### config.mk
export PLATFORM = sky130hd
export DESIGN_NAME = charge_cmd_wdt
export DESIGN_NICKNAME = d
export VERILOG_FILES = /design/src/rtl/wdt_pkg.sv /design/src/rtl/wdt_regs.sv /design/src/rtl/wdt_timer.sv /design/src/rtl/charge_cmd_wdt.sv
export SDC_FILE = /design/constraint.sdc
export NUM_CORES = 1
export LEC_CHECK = 0
export CAP_MARGIN = 20
export CORE_MARGIN = 4
export CORE_UTILIZATION = 35
export DETAILED_ROUTE_END_ITERATION = 7
export SKIP_CTS_REPAIR_TIMING = 1
export SLEW_MARGIN = 5
export SYNTH_ARGS = -nofsm -noshare
export SYNTH_HDL_FRONTEND = slang
export SYNTH_HIERARCHICAL = 1
export SYNTH_SLANG_ARGS = --single-unit
### constraint.sdc
create_clock -name clk -period 5.6 [get_ports clk]
set_input_delay 1.68 -clock clk [delete_from_list [all_inputs] [get_ports clk]]
set_output_delay 1.68 -clock clk [all_outputs]
set_load 0.01 [all_outputs]
### src/rtl/wdt_pkg.sv
package wdt_pkg;

    typedef enum logic [1:0] {
        SEL_OFF   = 2'b00,
        SEL_SHORT = 2'b01,
        SEL_MID   = 2'b10,
        SEL_LONG  = 2'b11
    } tmo_sel_e;

    localparam int unsigned NUM_RESTART_ADDRS = 3;

endpackage

### src/rtl/wdt_regs.sv
module wdt_regs
    import wdt_pkg::*;
#(
    parameter int unsigned ADDR_W    = 8,
    parameter int unsigned DATA_W    = 16,
    parameter int unsigned ADDR_CUR  = 0,
    parameter int unsigned ADDR_VOLT = 1,
    parameter int unsigned ADDR_CTRL = 2
) (
    input  logic              clk,
    input  logic              rst_n,
    input  logic              wr_en,
    input  logic [ADDR_W-1:0] wr_addr,
    input  logic [DATA_W-1:0] wr_data,
    input  logic              expire_hit,
    output logic              restart,
    output logic [DATA_W-1:0] cur_q,
    output logic [DATA_W-1:0] volt_q,
    output tmo_sel_e          sel_q
);

    localparam logic [ADDR_W-1:0] A_CUR  = ADDR_W'(ADDR_CUR);
    localparam logic [ADDR_W-1:0] A_VOLT = ADDR_W'(ADDR_VOLT);
    localparam logic [ADDR_W-1:0] A_CTRL = ADDR_W'(ADDR_CTRL);

    typedef struct packed {
        logic [DATA_W-1:0] cur;
        logic [DATA_W-1:0] volt;
        tmo_sel_e          sel;
    } regs_t;

    regs_t st_d, st_q;

    // Per-address hit vector built over the supervised address list
    logic [NUM_RESTART_ADDRS-1:0] hit_vec;
    logic [ADDR_W-1:0]            addr_tab [NUM_RESTART_ADDRS];

    assign addr_tab[0] = A_CUR;
    assign addr_tab[1] = A_VOLT;
    assign addr_tab[2] = A_CTRL;

    for (genvar g = 0; g < NUM_RESTART_ADDRS; g++) begin : g_dec
        assign hit_vec[g] = wr_en && (wr_addr == addr_tab[g]);
    end

    assign restart = |hit_vec;

    always_comb begin
        st_d = st_q;
        if (expire_hit) begin
            st_d.cur = '0;
        end
        if (hit_vec[0]) begin
            st_d.cur = wr_data;
        end
        if (hit_vec[1]) begin
            st_d.volt = wr_data;
        end
        if (hit_vec[2]) begin
            st_d.sel = tmo_sel_e'(wr_data[1:0]);
        end
    end

    always_ff @(posedge clk) begin
        if (!rst_n) begin
            st_q.cur  <= '0;
            st_q.volt <= '0;
            st_q.sel  <= SEL_LONG;
        end else begin
            st_q <= st_d;
        end
    end

    assign cur_q  = st_q.cur;
    assign volt_q = st_q.volt;
    assign sel_q  = st_q.sel;

    assert_cur_write_R3: assert property (@(posedge clk) disable iff (!rst_n)
        (wr_en && wr_addr == A_CUR) |=> cur_q == $past(wr_data));

    assert_volt_write_R3: assert property (@(posedge clk) disable iff (!rst_n)
        (wr_en && wr_addr == A_VOLT) |=> volt_q == $past(wr_data));

    assert_volt_hold_R4: assert property (@(posedge clk) disable iff (!rst_n)
        !(wr_en && wr_addr == A_VOLT) |=> $stable(volt_q));

    assert_ctrl_load_R8: assert property (@(posedge clk) disable iff (!rst_n)
        (wr_en && wr_addr == A_CTRL) |=> sel_q == $past(wr_data[1:0]));

    assert_other_ignored_R10: assert property (@(posedge clk) disable iff (!rst_n)
        (wr_en && wr_addr != A_CUR && wr_addr != A_VOLT && wr_addr != A_CTRL && !expire_hit)
        |=> ($stable(cur_q) && $stable(sel_q)));

endmodule

### src/rtl/wdt_timer.sv
module wdt_timer
    import wdt_pkg::*;
#(
    parameter int unsigned LIM_SHORT = 5,
    parameter int unsigned LIM_MID   = 88,
    parameter int unsigned LIM_LONG  = 175
) (
    input  logic     clk,
    input  logic     rst_n,
    input  logic     tick,
    input  logic     restart,
    input  tmo_sel_e sel,
    output logic     expire_hit,
    output logic     pulse_q,
    output logic     flag_q
);

    localparam int unsigned LIM_MAX = (LIM_LONG > LIM_MID)
        ? ((LIM_LONG > LIM_SHORT) ? LIM_LONG : LIM_SHORT)
        : ((LIM_MID > LIM_SHORT) ? LIM_MID : LIM_SHORT);
    localparam int unsigned CNT_W = $clog2(LIM_MAX + 1);

    localparam logic [CNT_W-1:0] TOP_SHORT = CNT_W'(LIM_SHORT - 1);
    localparam logic [CNT_W-1:0] TOP_MID   = CNT_W'(LIM_MID - 1);
    localparam logic [CNT_W-1:0] TOP_LONG  = CNT_W'(LIM_LONG - 1);

    typedef struct packed {
        logic [CNT_W-1:0] cnt;
        logic             pulse;
        logic             flag;
    } tmr_t;

    tmr_t st_d, st_q;
    logic [CNT_W-1:0] top_val;

    always_comb begin
        unique case (sel)
            SEL_SHORT: top_val = TOP_SHORT;
            SEL_MID:   top_val = TOP_MID;
            SEL_LONG:  top_val = TOP_LONG;
            default:   top_val = '0;
        endcase
    end

    always_comb begin
        st_d       = st_q;
        st_d.pulse = 1'b0;
        expire_hit = 1'b0;
        if (restart) begin
            st_d.cnt  = '0;
            st_d.flag = 1'b0;
        end else if (sel == SEL_OFF) begin
            st_d.cnt = '0;
        end else if (!st_q.flag && tick) begin
            if (st_q.cnt == top_val) begin
                expire_hit = 1'b1;
                st_d.cnt   = '0;
                st_d.pulse = 1'b1;
                st_d.flag  = 1'b1;
            end else begin
                st_d.cnt = st_q.cnt + 1'b1;
            end
        end
    end

    always_ff @(posedge clk) begin
        if (!rst_n) begin
            st_q <= '0;
        end else begin
            st_q <= st_d;
        end
    end

    assign pulse_q = st_q.pulse;
    assign flag_q  = st_q.flag;

    assert_cnt_bound_R2: assert property (@(posedge clk) disable iff (!rst_n)
        (sel != SEL_OFF) |-> st_q.cnt <= top_val);

    assert_pulse_single_R5: assert property (@(posedge clk) disable iff (!rst_n)
        pulse_q |=> !pulse_q);

    assert_flag_freeze_R5: assert property (@(posedge clk) disable iff (!rst_n)
        (flag_q && !restart) |=> (flag_q && $stable(st_q.cnt)));

    assert_restart_clear_R6: assert property (@(posedge clk) disable iff (!rst_n)
        restart |=> (!flag_q && st_q.cnt == '0));

    assert_off_idle_R7: assert property (@(posedge clk) disable iff (!rst_n)
        (sel == SEL_OFF) |-> (st_q.cnt == '0 && !pulse_q));

    assert_write_wins_R9: assert property (@(posedge clk) disable iff (!rst_n)
        restart |=> !pulse_q);

endmodule

### src/rtl/charge_cmd_wdt.sv
module charge_cmd_wdt
    import wdt_pkg::*;
#(
    parameter int unsigned ADDR_W    = 8,
    parameter int unsigned DATA_W    = 16,
    parameter int unsigned ADDR_CUR  = 0,
    parameter int unsigned ADDR_VOLT = 1,
    parameter int unsigned ADDR_CTRL = 2,
    parameter int unsigned LIM_SHORT = 5,
    parameter int unsigned LIM_MID   = 88,
    parameter int unsigned LIM_LONG  = 175
) (
    input  logic              clk,
    input  logic              rst_n,
    input  logic              wr_en,
    input  logic [ADDR_W-1:0] wr_addr,
    input  logic [DATA_W-1:0] wr_data,
    input  logic              tick,
    output logic [DATA_W-1:0] ichg_cmd,
    output logic [DATA_W-1:0] vchg_cmd,
    output logic [1:0]        tmo_sel,
    output logic              expire_pulse,
    output logic              expired
);

    logic     restart;
    logic     expire_hit;
    tmo_sel_e sel_q;

    wdt_regs #(
        .ADDR_W   (ADDR_W),
        .DATA_W   (DATA_W),
        .ADDR_CUR (ADDR_CUR),
        .ADDR_VOLT(ADDR_VOLT),
        .ADDR_CTRL(ADDR_CTRL)
    ) i_regs (
        .clk       (clk),
        .rst_n     (rst_n),
        .wr_en     (wr_en),
        .wr_addr   (wr_addr),
        .wr_data   (wr_data),
        .expire_hit(expire_hit),
        .restart   (restart),
        .cur_q     (ichg_cmd),
        .volt_q    (vchg_cmd),
        .sel_q     (sel_q)
    );

    wdt_timer #(
        .LIM_SHORT(LIM_SHORT),
        .LIM_MID  (LIM_MID),
        .LIM_LONG (LIM_LONG)
    ) i_timer (
        .clk       (clk),
        .rst_n     (rst_n),
        .tick      (tick),
        .restart   (restart),
        .sel       (sel_q),
        .expire_hit(expire_hit),
        .pulse_q   (expire_pulse),
        .flag_q    (expired)
    );

    assign tmo_sel = sel_q;

    assert_flag_cur_zero_R4: assert property (@(posedge clk) disable iff (!rst_n)
        expired |-> ichg_cmd == '0);

    assert_pulse_flag_R5: assert property (@(posedge clk) disable iff (!rst_n)
        expire_pulse |-> expired);

endmodule

==> results of run 1 <==
metrics by stage:
step                      cell area (µm²)  total power (µW)  worst slack [ps]  std cells  hold slack, ps
after CTS                            2730               625              1640        337             467
after global routing                 2740               641              1950        338             485
after floorplan                      1970               343              2410        205             482
after detailed placement             2610               369              1340        329             453
final                                2740               613              2120        338             460
after global placement               2610               369              1380        329             445
cell families (layout without fill, tap and decap cells):
logic type / Yosys count / in the layout / synth area share [%]
adder cells (fa/ha/maj): 1 / 1 / 0.636
AO/OA/AOI/OAI: 16 / 16 / 6.75
multiplexers: 35 / 35 / 17.8
flip-flops: 44 / 44 / 44.8
XOR/XNOR: 7 / 7 / 3.12
AND/OR/NAND/NOR: 87 / 87 / 21.8
buffers and inverters: 15 / 76 / 5.09
synthesized netlist by cell type, types with 2 or more instances:
cell type                  count
sky130_fd_sc_hd__a211oi_1      8
sky130_fd_sc_hd__mux2i_1      35
sky130_fd_sc_hd__clkbuf_1      5
sky130_fd_sc_hd__nor2b_1       9
sky130_fd_sc_hd__nor2_1        9
sky130_fd_sc_hd__buf_6         5
sky130_fd_sc_hd__dfxtp_1      44
sky130_fd_sc_hd__inv_1         2
sky130_fd_sc_hd__nand2_1      52
sky130_fd_sc_hd__xnor2_1       6
sky130_fd_sc_hd__nand4_1       3
sky130_fd_sc_hd__and3_1        2
sky130_fd_sc_hd__buf_2         2
sky130_fd_sc_hd__nand4b_1      3
power groups by stage:
stage	clock network [µW]	logic (µW)	registers, µW
after detailed placement	0	44.4	325
after global placement	0	44.3	324
final	252	44.3	317
after global routing	274	49.0	318
after floorplan	0	19.3	324
after CTS	263	44.5	317
cells in the final DEF, fill, tap and decap left out, drive strengths merged, types with 2 or more instances in the layout:
cell and n:
a211oi 8, and3 2, buf 3, clkbuf 6, clkdlybuf4s50 63, dfxtp 44, inv 2, mux2i 35
nand2 52, nand3 2, nand4 3, nand4b 3, nor2 9, nor2b 9, nor3 2, xnor2 6
routing by layer:
metal / vias to the layer above / wire, µm / GRT usage, %
met3: 4 / 415 / 7.14
met1: 731 / 1970 / 16.5
met4: 0 / 34 / 4.01
li1: 821 / - / -
met2: 41 / 1990 / 20.0
met5: - / 0 / 0
worst paths after layout:
check / endpoint / slack [ps] / cells past startpoint
min reg2reg: i_regs/cur_q[2]$_SDFFE_PN0P_ / 460 / 2
max reg2reg: i_regs/cur_q[9]$_SDFFE_PN0P_ / 3360 / 8
max: i_regs/cur_q[9]$_SDFFE_PN0P_ / 2120 / 9
min: i_regs/cur_q[2]$_SDFFE_PN0P_ / 460 / 2
final cells by class:
| class | count | share of cell area [%] |
|---|---|---|
| repair buffers | 66 | 23.9 |
| inverters | 2 | 0.274 |
| flip-flops and latches | 44 | 32.2 |
| multi-input cells | 146 | 36.0 |
| clock inverters | 2 | 1.42 |
| well taps | 72 | 3.29 |
| clock buffers | 6 | 3.02 |
critical path: cells and delay by family:
kind | cells | cell delay (ps)
buf+inv | 2 | 690
compound gates | 2 | 670
simple gates | 4 | 540
mux | 1 | 60
state kept, by name (all words and copies together) (netlist names):
name and cells:
i_regs/cur_q 16, i_timer/pulse_q 1, i_regs/sel_q 2, i_regs/volt_q 16, i_timer/flag_q 1, i_timer/st_q 8
==> metrics, run 1 <==
status completed; DRC violation count after routing 0; TNS Setup 0 ps; top cell type by total area after synthesis sky130_fd_sc_hd__dfxtp_1; total number of nets in the final design 294; starting utilization of the core area 35.9%; maximum number of buffers from clock root to sink 2; first-pass GRT wire length 7550 µm; type of the most critical hold path reg2reg; die outline width 82.9 µm; Slowest cell on crit path sky130_fd_sc_hd__clkdlybuf4s50_1; Placeable Area 5470 µm²; clock tree from TritonCTS built; series of cell instances along the critical path clkdlybuf4s50_1 > nand2b_1 > a221oi_2 > a21boi_2 > and3_1 > nor2b_1 > buf_4 > nand2_1 > mux2i_1; Tcrit/Tclk final 62.1%; critical path startpoint tick; CTS Buf Count 5; antenna viol nets, final 0; final weighted congestion of routability-driven global placement 0.794; maximum clock skew at final layout 7.06 ps; via count of the first global-routing pass 1585; largest net degree at the start of global routing 39; distinct cell type count of the synthesized netlist 34; final-report max-slew violation count 0; worst-path maximum fanout 14; vias 1597; Syn Nets 234; reported net switching power 127 µW; Clk pin slew, worst setup/hold paths 80 ps; area growth from synthesis to layout 39.3%; share of cells above drive strength 1 6.39%; switching share of power 20.8%; Routed WL 4410 µm; sequential fraction of the synthesis area 44.8%; part of the power in registers 51.7%; count of buffers inserted at the top-level ports 63; Final min period 3480 ps; setup repair after global routing missed its margin no; actual transition at the worst max-transition pin 1010 ps; fillers 544; # rows 27; final setup vio count 0; Primary FF master, synth sky130_fd_sc_hd__dfxtp_1; crit-path max cell delay 500 ps; internal power 486 µW; Post-synth EDFFs 0; power share of the clock group 41.1%; average wire per standard cell 13.0 µm; portion of total power attributed to combinational logic 7.2%; maximum achievable frequency 288 MHz; FF/Latch Area 881 µm²; post-synthesis register bit count 44; IR drop worst, VDD 0.100 mV; share of flip-flops with an asynchronous set or reset 0%; critical setup path kind in2reg; Post-Syn Instances 205; Die ar. 6880 µm²; CTS sink cnt 44; overall global routing resource usage 13.4%; height of the die 82.9 µm; Final Hold Vio Count 0; Root Buffer Master sky130_fd_sc_hd__clkbuf_8; GRT overflow 0; cell area after synthesis 1970 µm²; number of levels in the clock H-tree 2; synth top area cells sky130_fd_sc_hd__dfxtp_1 (45%), sky130_fd_sc_hd__mux2i_1 (18%), sky130_fd_sc_hd__nand2_1 (9.9%), sky130_fd_sc_hd__a211oi_1 (3.1%), sky130_fd_sc_hd__buf_6 (2.9%); DRT iter0 DRCs 69; arrival time worst endpoint 3650 ps; number of top-level pins 64; Final Util 50.0%; number of antenna violations at the first check in global routing 0; element type at the critical path end flip-flop; data required time at the worst endpoint 5770 ps; number of warnings reported in the yosys synthesis log 6; ratio of routed vias to standard cells 4.72; latest clock arrival within the worst-skew pair 290 ps; Pwr Density 224 nW/µm²; post-detailed-placement half-perimeter wirelength 3200 µm; max-cap violation count 0; DR pass1 iterations 4; launch instance of the worst min-delay path i_regs/cur_q[2]$_SDFFE_PN0P_; leakage component of the power 0.00118 µW; share of Yosys cell area claimed by the top area cell type 44.8%; area taken by multi-input logic gates 985 µm²; Startpoint Class input pin; antenna diode count 0; Max-Slew Margin vs Limit 32.3%; critical register-to-register path startpoint i_regs/sel_q[0]$_SDFFE_PN1P_; Post-Synthesis Mean Instance Area 9.59 µm²
Power figures use the tool's default switching activity.
==> inputs of run 2 (changes only) <==
==> constraint.sdc (replaced) <==
create_clock -name clk -period 3.6 [get_ports clk]
set_input_delay 1.08 -clock clk [delete_from_list [all_inputs] [get_ports clk]]
set_output_delay 1.08 -clock clk [all_outputs]
set_load 0.01 [all_outputs]
==> run 2 against run 1 <==
Against the previous run: critical path depth is 1 higher; sequential share of layout area shrank 0.073 points; final cell count is 1.2% higher.
==> metrics, run 2 (synthesis results as in run 1) <==
fillers 543 (-0.18%); part of the power in registers 55.5% (+3.8 points); count of buffers inserted at the top-level ports 63 (unchanged); latest clock arrival within the worst-skew pair 300 ps (about the same); power share of the clock group 36.6% (-4.5 points); Placeable Area 5470 µm² (unchanged); max-cap violation count 0 (unchanged); type of the most critical hold path reg2reg; status completed; DRC violation count after routing 0 (unchanged); largest net degree at the start of global routing 27 (-31%); reported net switching power 204 µW (+60%); number of top-level pins 64 (unchanged); portion of total power attributed to combinational logic 7.9% (+0.7 points); ratio of routed vias to standard cells 4.72 (-0.18%); final setup vio count 0 (unchanged); internal power 686 µW (+41%); crit-path max cell delay 450 ps (-50 ps); IR drop worst, VDD 0.199 mV (+99%); switching share of power 22.9% (+2.1 points); fin worst setup slack 618 ps (-1500 ps); Final Hold Vio Count 0 (unchanged); final-report max-slew violation count 0 (unchanged); antenna viol nets, final 0 (unchanged); Final min period 2980 ps; maximum achievable frequency 335 MHz; critical setup path kind in2reg; Die ar. 6880 µm² (unchanged); post-detailed-placement half-perimeter wirelength 3400 µm (+6.0%); die outline width 82.9 µm (unchanged); buffers and inverters on the worst path 2 (unchanged); worst-path maximum fanout 9 (-5); Routed WL 4590 µm (+4.1%); CP top delay family simple AND/OR/NAND/NOR gates; TNS Setup 0 ps (unchanged); number of levels in the clock H-tree 2 (unchanged); Slowest cell on crit path sky130_fd_sc_hd__nor2b_1; actual transition at the worst max-transition pin 942 ps (-63.2 ps); final weighted congestion of routability-driven global placement 0.797 (+0.37%); total number of nets in the final design 298 (+1.4%); arrival time worst endpoint 3200 ps (-450 ps); clock tree from TritonCTS built; Pwr Density 324 nW/µm² (+45%); series of cell instances along the critical path clkdlybuf4s50_1 > nor4b_4 > nand2_1 > a21oi_1 > nor2_1 > and3_1 > nor2b_1 > buf_4 > nand2_1 > mux2i_1; setup repair after global routing missed its margin no; starting utilization of the core area 35.9% (unchanged); Root Buffer Master sky130_fd_sc_hd__clkbuf_8; tightest hold margin 466 ps (+6.24 ps); FF/Latch Area 881 µm² (unchanged); data required time at the worst endpoint 3820 ps (-1950 ps); commonest cells after routing, fill and taps aside sky130_fd_sc_hd__clkdlybuf4s50_1 (63), sky130_fd_sc_hd__nand2_1 (52), sky130_fd_sc_hd__dfxtp_1 (44); Max-Slew Margin vs Limit 36.5% (+4.3 points); via count of the first global-routing pass 1588 (+0.19%); most common cell after layout, fill and taps aside sky130_fd_sc_hd__clkdlybuf4s50_1; antenna diode count 0 (unchanged); height of the die 82.9 µm (unchanged); first-pass GRT wire length 7530 µm (-0.19%); share of cells above drive strength 1 7.78% (+1.4 points); maximum clock skew at final layout 7.33 ps (+0.265 ps); overall global routing resource usage 13.3% (-0.098 points); area growth from synthesis to layout 39.6%; flop-to-flop setup slack 1240 ps (-2120 ps); area taken by multi-input logic gates 985 µm² (unchanged); Clk pin slew, worst setup/hold paths 90 ps (about the same); DRT iter0 DRCs 32 (-54%); CTS sink cnt 44 (unchanged); dpl ws -9.84 ps (-1350 ps); CTS Buf Count 5 (unchanged); vias 1613 (+1.0%); average wire per standard cell 13.4 µm (+2.9%); Tcrit/Tclk final 82.8%; number of antenna violations at the first check in global routing 0 (unchanged); maximum number of buffers from clock root to sink 2 (unchanged); # rows 27 (unchanged); Final Util 50.1% (+0.11 points); element type at the critical path end flip-flop; cell with the most instances on the worst path sky130_fd_sc_hd__nand2_1; leakage component of the power 0.00118 µW (+0.25%); DR pass1 iterations 5 (+1); GRT overflow 0 (unchanged); Startpoint Class input pin
-- run 2: cell types whose count changed in the layout (fill, tap and decap cells not counted) --
cell,previous run,this run
sky130_fd_sc_hd__buf_4,3,7
sky130_fd_sc_hd__clkinvlp_4,0,2
sky130_fd_sc_hd__bufinv_16,1,0
sky130_fd_sc_hd__clkinv_4,1,0
-- run 2: path summary, 6_finish.rpt --
kind                                         to                     startpoint  cells after the start
setup / recovery   i_regs/cur_q[8]$_SDFFE_PN0P_                     wr_addr[6]                     10
hold / removal    i_regs/volt_q[1]$_SDFFE_PN0P_  i_regs/volt_q[1]$_SDFFE_PN0P_                      2
setup reg to reg   i_regs/cur_q[8]$_SDFFE_PN0P_   i_regs/sel_q[0]$_SDFFE_PN1P_                      8
hold reg to reg   i_regs/volt_q[1]$_SDFFE_PN0P_  i_regs/volt_q[1]$_SDFFE_PN0P_                      2
-- run 2: cell type report --
| class | count | share of cell area (%) |
|---|---|---|
| inverters | 2 | 0.274 |
| repair buffers | 70 | 24.9 |
| multi-input cells | 146 | 35.9 |
| flip-flops and latches | 44 | 32.1 |
| clock buffers | 6 | 3.01 |
| well taps | 72 | 3.28 |
| clock inverters | 2 | 0.547 |
-- run 2: worst reg2reg max path: stages (launching register included) --
cell and delay, ps:
sky130_fd_sc_hd__dfxtp_1 520, sky130_fd_sc_hd__nor2b_1 190, sky130_fd_sc_hd__o2bb2ai_1 80, sky130_fd_sc_hd__a22o_1 360, sky130_fd_sc_hd__and3_1 220, sky130_fd_sc_hd__nor2b_1 450
sky130_fd_sc_hd__buf_4 280, sky130_fd_sc_hd__nand2_1 70, sky130_fd_sc_hd__mux2i_1 130
-- run 2: power groups by stage --
| stage | Combinational, µW | Clock, µW | Sequential (µW) |
|---|---|---|---|
| after floorplan | 30.1 | 0 | 504 |
| after global placement | 70.6 | 0 | 505 |
| after detailed placement | 70.7 | 0 | 505 |
| after CTS | 71.1 | 338 | 493 |
| after global routing | 77.7 | 357 | 494 |
| final | 70.6 | 326 | 493 |
-- run 2: metrics by stage --
step / cell area (µm²) / power (µW) / instances
finish: 2740 / 890 / 342
CTS: 2740 / 903 / 341
global placement: 2640 / 575 / 333
global route: 2740 / 929 / 342
detailed placement: 2640 / 576 / 333
floorplan: 1970 / 534 / 205
-- run 2: layer usage --
| metal | vias up | track usage (%) | routed length [µm] |
|---|---|---|---|
| li1 | 825 | - | - |
| met1 | 742 | 16.0 | 2130 |
| met2 | 38 | 21.2 | 2040 |
| met3 | 8 | 5.65 | 358 |
| met4 | 0 | 4.46 | 57 |
| met5 | - | 0 | 0 |
==> inputs of run 3 (changes only) <==
==> constraint.sdc (replaced) <==
create_clock -name clk -period 2.9 [get_ports clk]
set_input_delay 0.87 -clock clk [delete_from_list [all_inputs] [get_ports clk]]
set_output_delay 0.87 -clock clk [all_outputs]
set_load 0.01 [all_outputs]
==> run 3 against run 2 <==
Against the previous run: core utilization is 0.32 points higher; critical path depth stayed put; via count is 2.5% lower; register-to-register slack worse by 300 ps; wire length is 2.9% lower; flip-flop and latch count stayed put; cell area is 0.64% higher; sequential power is 24% higher; critical path type unchanged; largest cell class unchanged; largest power group unchanged; highest routed layer unchanged.
==> metrics, run 3 (synthesis results as in run 1) <==
starting utilization of the core area 35.9% (unchanged); number of levels in the clock H-tree 2 (unchanged); antenna viol nets, final 0 (unchanged); maximum achievable frequency 420 MHz; FF/Latch Area 881 µm² (unchanged); overall global routing resource usage 13.7% (+0.47 points); vias 1572 (-2.5%); Layout Cells excl Fill 342 (unchanged); DR pass1 iterations 4 (-1); leakage component of the power 0.00119 µW (+0.90%); final weighted congestion of routability-driven global placement 0.764 (-4.1%); Final min period 2380 ps; GRT overflow 0 (unchanged); status completed; post-detailed-placement half-perimeter wirelength 3220 µm (-5.1%); Final Util 50.5% (+0.32 points); final-report max-slew violation count 0 (unchanged); commonest cells after routing, fill and taps aside sky130_fd_sc_hd__clkdlybuf4s50_1 (63), sky130_fd_sc_hd__nand2_1 (52), sky130_fd_sc_hd__dfxtp_1 (44); number of antenna violations at the first check in global routing 0 (unchanged); first-pass GRT wire length 7780 µm (+3.2%); CTS Buf Count 5 (unchanged); average wire per standard cell 13.0 µm (-2.9%); share of cells above drive strength 1 7.78% (unchanged); Routed WL 4460 µm (-2.9%); setup repair after global routing missed its margin no; die outline width 82.9 µm (unchanged); type of the most critical hold path reg2reg; Post-Place Cells 334 (+0.30%); largest net degree at the start of global routing 34 (+26%); IR drop worst, VDD 0.245 mV (+23%); number of top-level pins 64 (unchanged); element type at the critical path end flip-flop; DRT iter0 DRCs 41 (+28%); critical setup path kind in2reg; maximum number of buffers from clock root to sink 2 (unchanged); series of cell instances along the critical path clkdlybuf4s50_1 > nor4b_4 > nand2_1 > a21oi_1 > nor2_1 > and3_1 > nor2b_1 > buf_4 > nand2_1 > mux2i_1; fin worst setup slack 520 ps (-98.8 ps); via count of the first global-routing pass 1622 (+2.1%); Pwr Density 428 nW/µm² (+32%); area taken by multi-input logic gates 985 µm² (unchanged); area growth from synthesis to layout 40.5%; Clk pin slew, worst setup/hold paths 90 ps (about the same); ratio of routed vias to standard cells 4.60 (-2.5%); max-cap violation count 0 (unchanged); Max-Slew Margin vs Limit 39.1% (+2.6 points); most common cell after layout, fill and taps aside sky130_fd_sc_hd__clkdlybuf4s50_1; Slowest cell on crit path sky130_fd_sc_hd__clkdlybuf4s50_1; Final Hold Vio Count 0 (unchanged); maximum clock skew at final layout 6.56 ps (-0.769 ps); # rows 27 (unchanged); dpl ws 199 ps (+209 ps); cell with the most instances on the worst path sky130_fd_sc_hd__nand2_1; actual transition at the worst max-transition pin 904 ps (-38.0 ps); Placeable Area 5470 µm² (unchanged); fillers 531 (-2.2%); DRC violation count after routing 0 (unchanged); buffers and inverters on the worst path 2 (unchanged); antenna diode count 0 (unchanged); clock tree from TritonCTS built; Die ar. 6880 µm² (unchanged); data required time at the worst endpoint 3130 ps (-690 ps); crit-path max cell delay 440 ps (about the same); CP top delay family simple AND/OR/NAND/NOR gates; final setup vio count 0 (unchanged); height of the die 82.9 µm (unchanged); TNS Setup 0 ps (unchanged); Startpoint Class input pin; Tcrit/Tclk final 82.1%; Root Buffer Master sky130_fd_sc_hd__clkbuf_8; latest clock arrival within the worst-skew pair 300 ps (about the same); worst-path maximum fanout 16 (+7); count of buffers inserted at the top-level ports 63 (unchanged); CTS sink cnt 44 (unchanged); total number of nets in the final design 298 (unchanged); arrival time worst endpoint 2610 ps (-590 ps)
-- run 3: layer usage --
metal / wire [µm] / GRT usage, % / share of wire, % / up-vias
li1: - / - / - / 824
met4: 52 / 4.01 / 1.2 / 0
met1: 2000 / 16.1 / 45 / 700
met5: 0 / 0 / 0 / -
met2: 1960 / 21.1 / 44 / 42
met3: 447 / 8.23 / 10 / 6
-- run 3: worst paths after layout --
| check | cells after the start | to | from | slack [ps] |
|---|---|---|---|---|
| worst max-delay path | 10 | i_regs/cur_q[4]$_SDFFE_PN0P_ | wr_addr[6] | 520 |
| worst min-delay path | 2 | i_regs/volt_q[8]$_SDFFE_PN0P_ | i_regs/volt_q[8]$_SDFFE_PN0P_ | 460 |
| worst max register to register | 8 | i_regs/cur_q[4]$_SDFFE_PN0P_ | i_regs/sel_q[0]$_SDFFE_PN1P_ | 940 |
| worst min register to register | 2 | i_regs/volt_q[8]$_SDFFE_PN0P_ | i_regs/volt_q[8]$_SDFFE_PN0P_ | 460 |
-- run 3: stage by stage --
stage / instance area [µm²] / hold WS (ps) / total power, µW
2_1_floorplan: 1970 / 482 / 663
3_3_place_gp: 2650 / 444 / 714
3_5_place_dp: 2650 / 451 / 714
4_1_cts: 2760 / 467 / 1210
5_1_grt: 2760 / 486 / 1230
6_report: 2760 / 464 / 1180
-- run 3: power by group --
part / total [µW] / internal [µW] / switching (µW) / leakage (µW)
sequential: 612 / 607 / 4.86 / 0.000355
combinational: 86.9 / 50.6 / 36.3 / 0.000782
clock: 483 / 260 / 223 / 0.0000548
total: 1180 / 917 / 264 / 0.00119
-- run 3: cell type report --
cell class                 instances  area share, %
clock buffer                       5           2.49
inverter                           2          0.272
sequential                        44           31.9
clock inverter                     3           1.68
timing repair buffer              70           24.7
tap                               72           3.26
multi-input combinational        146           35.7
-- run 3: worst min-delay path: cells and delay by family, from the launching register on --
kind / cells / cell delay, ps
flip-flops: 1 / 320
multiplexers: 1 / 60
AND/OR/NAND/NOR: 1 / 50
